$ cat config.mk
export PLATFORM = sky130hd
export DESIGN_NAME = dual_interval_timer
export DESIGN_NICKNAME = d
export VERILOG_FILES = /design/src/rtl/dit_pkg.sv /design/src/rtl/dit_prescaler.sv /design/src/rtl/dit_timer.sv /design/src/rtl/dit_regs.sv /design/src/rtl/dual_interval_timer.sv
export SDC_FILE = /design/constraint.sdc
export NUM_CORES = 1
export LEC_CHECK = 0
export BUFFER_PORTS_ARGS = -buffer_cell sky130_fd_sc_hd__buf_4
export CORE_MARGIN = 1
export CORE_UTILIZATION = 60
export CTS_BUF_LIST = sky130_fd_sc_hd__clkbuf_8
export DETAILED_ROUTE_END_ITERATION = 8
export GPL_TIMING_DRIVEN = 0
export PLACE_DENSITY = 0.84
export RECOVER_POWER = 25
export SETUP_SLACK_MARGIN = 0.2
export SYNTH_ARGS = -nofsm -noshare
export SYNTH_HDL_FRONTEND = slang
export SYNTH_SLANG_ARGS = --single-unit
$ cat constraint.sdc
create_clock -name clk -period 7.1 [get_ports clk]
set_input_delay 1.42 -clock clk [delete_from_list [all_inputs] [get_ports clk]]
set_output_delay 1.42 -clock clk [all_outputs]
set_load 0.02 [all_outputs]
$ cat src/rtl/dit_pkg.sv
`timescale 1ns/1ps
package dit_pkg;

    localparam int CNT_W      = 8;
    localparam int NUM_TMR    = 2;
    localparam int TMR_A      = 0;
    localparam int TMR_B      = 1;
    localparam int FLAG_BIT_A = 6;
    localparam int FLAG_BIT_B = 5;
    localparam int WIPE_BIT   = 7;

    typedef enum logic [7:0] {
        ADDR_CNT_A = 8'h02,
        ADDR_CNT_B = 8'h03,
        ADDR_CTRL  = 8'h04
    } reg_addr_e;

    typedef struct packed {
        logic               wipe;
        logic [NUM_TMR-1:0] run;
        logic [NUM_TMR-1:0] clr;
    } ctrl_cmd_t;

    function automatic ctrl_cmd_t decode_ctrl(input logic [7:0] d);
        ctrl_cmd_t c;
        c.wipe       = d[WIPE_BIT];
        c.run        = d[NUM_TMR-1:0];
        c.clr[TMR_A] = d[FLAG_BIT_A] | d[WIPE_BIT];
        c.clr[TMR_B] = d[FLAG_BIT_B] | d[WIPE_BIT];
        return c;
    endfunction

    function automatic logic [7:0] count_addr(input int idx);
        return (idx == TMR_A) ? 8'(ADDR_CNT_A) : 8'(ADDR_CNT_B);
    endfunction

    function automatic logic [7:0] pack_status(input logic irq,
                                               input logic [NUM_TMR-1:0] flg);
        return {irq, flg[TMR_A], flg[TMR_B], 5'b0};
    endfunction

endpackage

$ cat src/rtl/dit_prescaler.sv
`timescale 1ns/1ps
module dit_prescaler #(
    parameter int DIV = 684
) (
    input  logic clk,
    input  logic rst,
    output logic tick
);
    localparam int PW = (DIV > 1) ? $clog2(DIV) : 1;

    logic [PW-1:0] cnt_q;

    assign tick = (cnt_q == PW'(DIV - 1));

    always_ff @(posedge clk) begin
        if (rst)       cnt_q <= '0;
        else if (tick) cnt_q <= '0;
        else           cnt_q <= cnt_q + 1'b1;
    end
endmodule

$ cat src/rtl/dit_timer.sv
`timescale 1ns/1ps
module dit_timer #(
    parameter int STEP  = 4,
    parameter int REM_W = 13
) (
    input  logic       clk,
    input  logic       rst,
    input  logic       base_tick,
    input  logic       run,
    input  logic       start,
    input  logic [7:0] count,
    output logic       expire
);
    logic [REM_W-1:0] rem_q;
    logic [REM_W-1:0] reload;

    // full interval in base ticks, taken from the count at load time
    assign reload = REM_W'((32'd256 - 32'(count)) * 32'(STEP));
    assign expire = run && base_tick && (rem_q == REM_W'(1));

    always_ff @(posedge clk) begin
        if (rst) begin
            rem_q <= '0;
        end else if (start) begin
            rem_q <= reload;
        end else if (run && base_tick) begin
            rem_q <= (rem_q == REM_W'(1)) ? reload : rem_q - 1'b1;
        end
    end
endmodule

$ cat src/rtl/dit_regs.sv
`timescale 1ns/1ps
module dit_regs
    import dit_pkg::*;
(
    input  logic                          clk,
    input  logic                          rst,
    input  logic                          wr_en,
    input  logic [7:0]                    wr_addr,
    input  logic [7:0]                    wr_data,
    input  logic [NUM_TMR-1:0]            expire,
    output logic [NUM_TMR-1:0][CNT_W-1:0] count_q,
    output logic [NUM_TMR-1:0]            run_q,
    output logic [NUM_TMR-1:0]            start,
    output logic [NUM_TMR-1:0]            flag_q
);
    ctrl_cmd_t          cmd;
    logic               is_ctrl;
    logic [NUM_TMR-1:0] flag_clr;

    assign cmd      = decode_ctrl(wr_data);
    assign is_ctrl  = wr_en && (wr_addr == 8'(ADDR_CTRL));
    assign start    = (is_ctrl && !cmd.wipe) ? (cmd.run & ~run_q) : '0;
    assign flag_clr = is_ctrl ? cmd.clr : '0;

    for (genvar i = 0; i < NUM_TMR; i++) begin : g_cnt
        always_ff @(posedge clk) begin
            if (rst)
                count_q[i] <= '0;
            else if (wr_en && (wr_addr == count_addr(i)))
                count_q[i] <= wr_data;
        end
    end

    always_ff @(posedge clk) begin
        if (rst) begin
            run_q  <= '0;
            flag_q <= '0;
        end else begin
            if (is_ctrl && !cmd.wipe)
                run_q <= cmd.run;
            // a fresh expiry wins over a clear on the same edge
            flag_q <= (flag_q & ~flag_clr) | expire;
        end
    end
endmodule

$ cat src/rtl/dual_interval_timer.sv
`timescale 1ns/1ps
module dual_interval_timer
    import dit_pkg::*;
#(
    parameter int BASE_DIV = 684,
    parameter int A_STEP   = 4,
    parameter int B_STEP   = 16
) (
    input  logic       clk,
    input  logic       rst,
    input  logic       wr_en,
    input  logic [7:0] wr_addr,
    input  logic [7:0] wr_data,
    output logic       irq,
    output logic [7:0] status
);
    localparam int MAX_STEP = (A_STEP > B_STEP) ? A_STEP : B_STEP;
    localparam int REM_W    = $clog2(256 * MAX_STEP + 1);

    logic                          base_tick;
    logic [NUM_TMR-1:0][CNT_W-1:0] count_q;
    logic [NUM_TMR-1:0]            run_q;
    logic [NUM_TMR-1:0]            start;
    logic [NUM_TMR-1:0]            flag_q;
    logic [NUM_TMR-1:0]            expire;

    dit_prescaler #(.DIV(BASE_DIV)) u_pre (
        .clk  (clk),
        .rst  (rst),
        .tick (base_tick)
    );

    dit_regs u_regs (
        .clk     (clk),
        .rst     (rst),
        .wr_en   (wr_en),
        .wr_addr (wr_addr),
        .wr_data (wr_data),
        .expire  (expire),
        .count_q (count_q),
        .run_q   (run_q),
        .start   (start),
        .flag_q  (flag_q)
    );

    for (genvar i = 0; i < NUM_TMR; i++) begin : g_tmr
        dit_timer #(
            .STEP  ((i == TMR_A) ? A_STEP : B_STEP),
            .REM_W (REM_W)
        ) u_tmr (
            .clk       (clk),
            .rst       (rst),
            .base_tick (base_tick),
            .run       (run_q[i]),
            .start     (start[i]),
            .count     (count_q[i]),
            .expire    (expire[i])
        );
    end

    assign irq    = |flag_q;
    assign status = pack_status(irq, flag_q);
endmodule

==> metrics <==
Slew HR 0.587; YS warnings 0; TNS Setup 0 ps; post-synthesis xor/xnor area fraction 0.0508; DR vias 2829; Worst Setup SP wr_addr[4]; CTS tree yes; die width 73.9 µm; gpl congestion 0.892; Post-CTS Setup Inserts 0; Starting Density 0.640; Max-cap violations 0; Post-Synth Adder-Cell Area 0.0282; Gate power share 0.052; worst skew pair latency 310 ps; Filler cells 381; Final setup viols 0; first-pass GRT wire length 11400 µm; worst r2r src u_pre.cnt_q[0]; Yosys reg bits 56; WP data arrival 3520 ps; Initial DRC Count 254; I/O pin count 28; Synth area leaders dfxtp_1 (36%), nor2_1 (8.2%), mux2i_1 (6.1%); Max IR drop VDD 0.000106 V; antenna violations before repair 0; H-tree Lvls 2; leakage 1.34 nW; GR Util All Layers 0.268; Int Pwr 0.396 mW; Worst-Margin Slew 615 ps; GRT Residual Overflow 0; share of layout cells above drive strength 1 0.117; Switching Share 0.234; most common cell after layout, fill and taps aside nor2_1; chip height 73.9 µm; Detail Route Antenna Nets 0; CP max stage cell nor4b_1; Gate Count Post-Synth 386; skew final 8.52 ps; CTS max path bufs 2; Compound-Gate Fraction of Synth Area 0.154; area leader, netlist dfxtp_1; wire per inst 13.7 µm; Final Cycle Share 0.466; Mapped Area 3100 µm²; ys flop type dfxtp_1; synth-to-layout area growth 10.8%; drt first pass iters 5; mux contribution to synthesized area 0.0649; Reg clk slew, reported paths 100 ps; PostCTS Resize Cnt 0; DPL Wire Length 5060 µm; status complete, no violations; most frequent cells in the layout nor2_1 (68), dfxtp_1 (56), o21ai_0 (25), nand2_1 (25); clock power share 0.336; Max Slew Vio Count 0; Post-synth EDFFs 0; Final Hold Vio Count 0; Power Density 150 nW/µm²; area share of the largest cell type after synthesis 0.361; f_max 303 MHz; Critical Path Max Stage Delay 550 ps; CP startpoint kind input pin; largest family of logic cells by synthesized area simple AND/OR/NAND/NOR gates; Total Wirelength 6660 µm; RSZ-0062 raised after global routing no; average size of a mapped cell 8.04 µm²; CP Cell Sequence clkbuf_4 > nor4b_1 > and4_1 > or2_2 > clkbuf_1 > o21ai_0 > and3_1 > a221o_1; CTS Sinks 56; cts hold-fix bufs 0; core area 4850 µm²; Root Driver clkbuf_8; asr flop ratio synth 0; DP Area 3370 µm²; Cell Rows 25; post-synthesis simple-gate area fraction 0.286; Crit path required time 7310 ps; Seq pwr share 0.613; final net count 445; Crit Path Max Fanout 8; Seq/Total Area, Yosys 0.361; Layout Cell Area excl Fill 3440 µm²; IO buf count 22; CP delay by family, top simple AND/OR/NAND/NOR gates; hold path start u_pre.cnt_q[0]; P_sw 0.121 mW; Post-route DRC 0; crit path capture type flip-flop; setup slack, reg-to-reg 4610 ps; vias per cell 5.82; type of the worst min-delay path reg -> reg; number of global-route vias before repair 2582; synth unique cells 56; number of CTS-inserted buffers 5; WS Path Type in -> reg; antenna fix cells 0; Period minus WS final 3310 ps; largest net degree at the start of global routing 18; die area 5470 µm²; Worst Path Buf+Inv 2
==> worst paths after layout <==
path	endpoint	cells past startpoint
worst max-delay path	g_tmr[1].u_tmr.rem_q[10]	8
worst min-delay path	u_pre.cnt_q[0]	1
worst max register to register	g_tmr[1].u_tmr.rem_q[10]	9
worst min register to register	u_pre.cnt_q[0]	1
==> logic make-up after synthesis <==
group | count (synthesis)
and+or+nand+nor | 172
AOI/OAI and AO/OA | 77
DFF | 56
buffers and inverters | 35
muxes | 20
xor gates and xnor gates | 18
adders and majority gates | 7
other | 1
==> cell usage after synthesis, types with 2 or more instances <==
| cell | number |
|---|---|
| and2_1 | 2 |
| nand4_1 | 2 |
| and3_1 | 2 |
| or3_1 | 5 |
| o21ai_0 | 25 |
| o41ai_1 | 2 |
| a22oi_1 | 5 |
| a31oi_1 | 6 |
| clkbuf_1 | 8 |
| and4_1 | 4 |
| nor2b_1 | 2 |
| ha_1 | 7 |
| nand2_1 | 25 |
| a211oi_1 | 2 |
| nor3_1 | 15 |
| nand3_1 | 13 |
| inv_1 | 15 |
| nand2b_1 | 2 |
| or4_4 | 2 |
| buf_2 | 2 |
| nor4_1 | 5 |
| or4_1 | 3 |
| buf_4 | 7 |
| and4b_1 | 2 |
| xnor2_1 | 12 |
| nor2_1 | 68 |
| nor4b_1 | 2 |
| dfxtp_1 | 56 |
| xor2_1 | 6 |
| a21oi_1 | 24 |
| nor3b_1 | 6 |
| mux2i_1 | 19 |
| a32oi_1 | 5 |
| or2_2 | 3 |
==> per-layer routing <==
metal	global-route usage	share of wire	vias to the layer above
li1	-	-	1426
met1	0.347	0.47	1314
met2	0.463	0.47	80
met3	0.0379	0.049	9
met4	0.0812	0.014	0
met5	0	0	-
==> flip-flops by register name (all words and copies together), names as in the netlist <==
register and cells:
g_tmr.u_tmr.rem_q 26, u_regs.count_q 16, u_pre.cnt_q 10, u_regs.flag_q 2, u_regs.run_q 2
==> final cells by class <==
type                       count  area [µm²]  area share
clock inverter                 2        16.3     0.00473
tap                           67        83.8      0.0244
sequential                    56        1120       0.326
clock buffer                   5        68.8      0.0200
inverter                      16        60.1      0.0175
timing repair buffer          22         150      0.0437
buffer                        19         108      0.0313
multi-input combinational    299        1830       0.532
==> metrics by stage <==
stage | util | worst slack [ps] | hold slack, ps | total power, mW | cells
finish | 0.709 | 3790 | 458 | 0.517 | 486
global route | 0.709 | 3660 | 479 | 0.533 | 486
CTS | 0.712 | 3830 | 457 | 0.518 | 486
detailed placement | 0.695 | 3510 | 435 | 0.351 | 479
global placement | 0.695 | 3590 | 432 | 0.350 | 479
floorplan | - | 4030 | 418 | 0.338 | 390
==> power by group through the flow <==
stage	sequential, mW	combinational [mW]	clock (mW)
2_1_floorplan	0.324	0.0140	0
3_3_place_gp	0.324	0.0261	0
3_5_place_dp	0.324	0.0269	0
4_1_cts	0.317	0.0268	0.175
5_1_grt	0.317	0.0293	0.187
6_report	0.317	0.0267	0.174
Power figures use the tool's default switching activity.
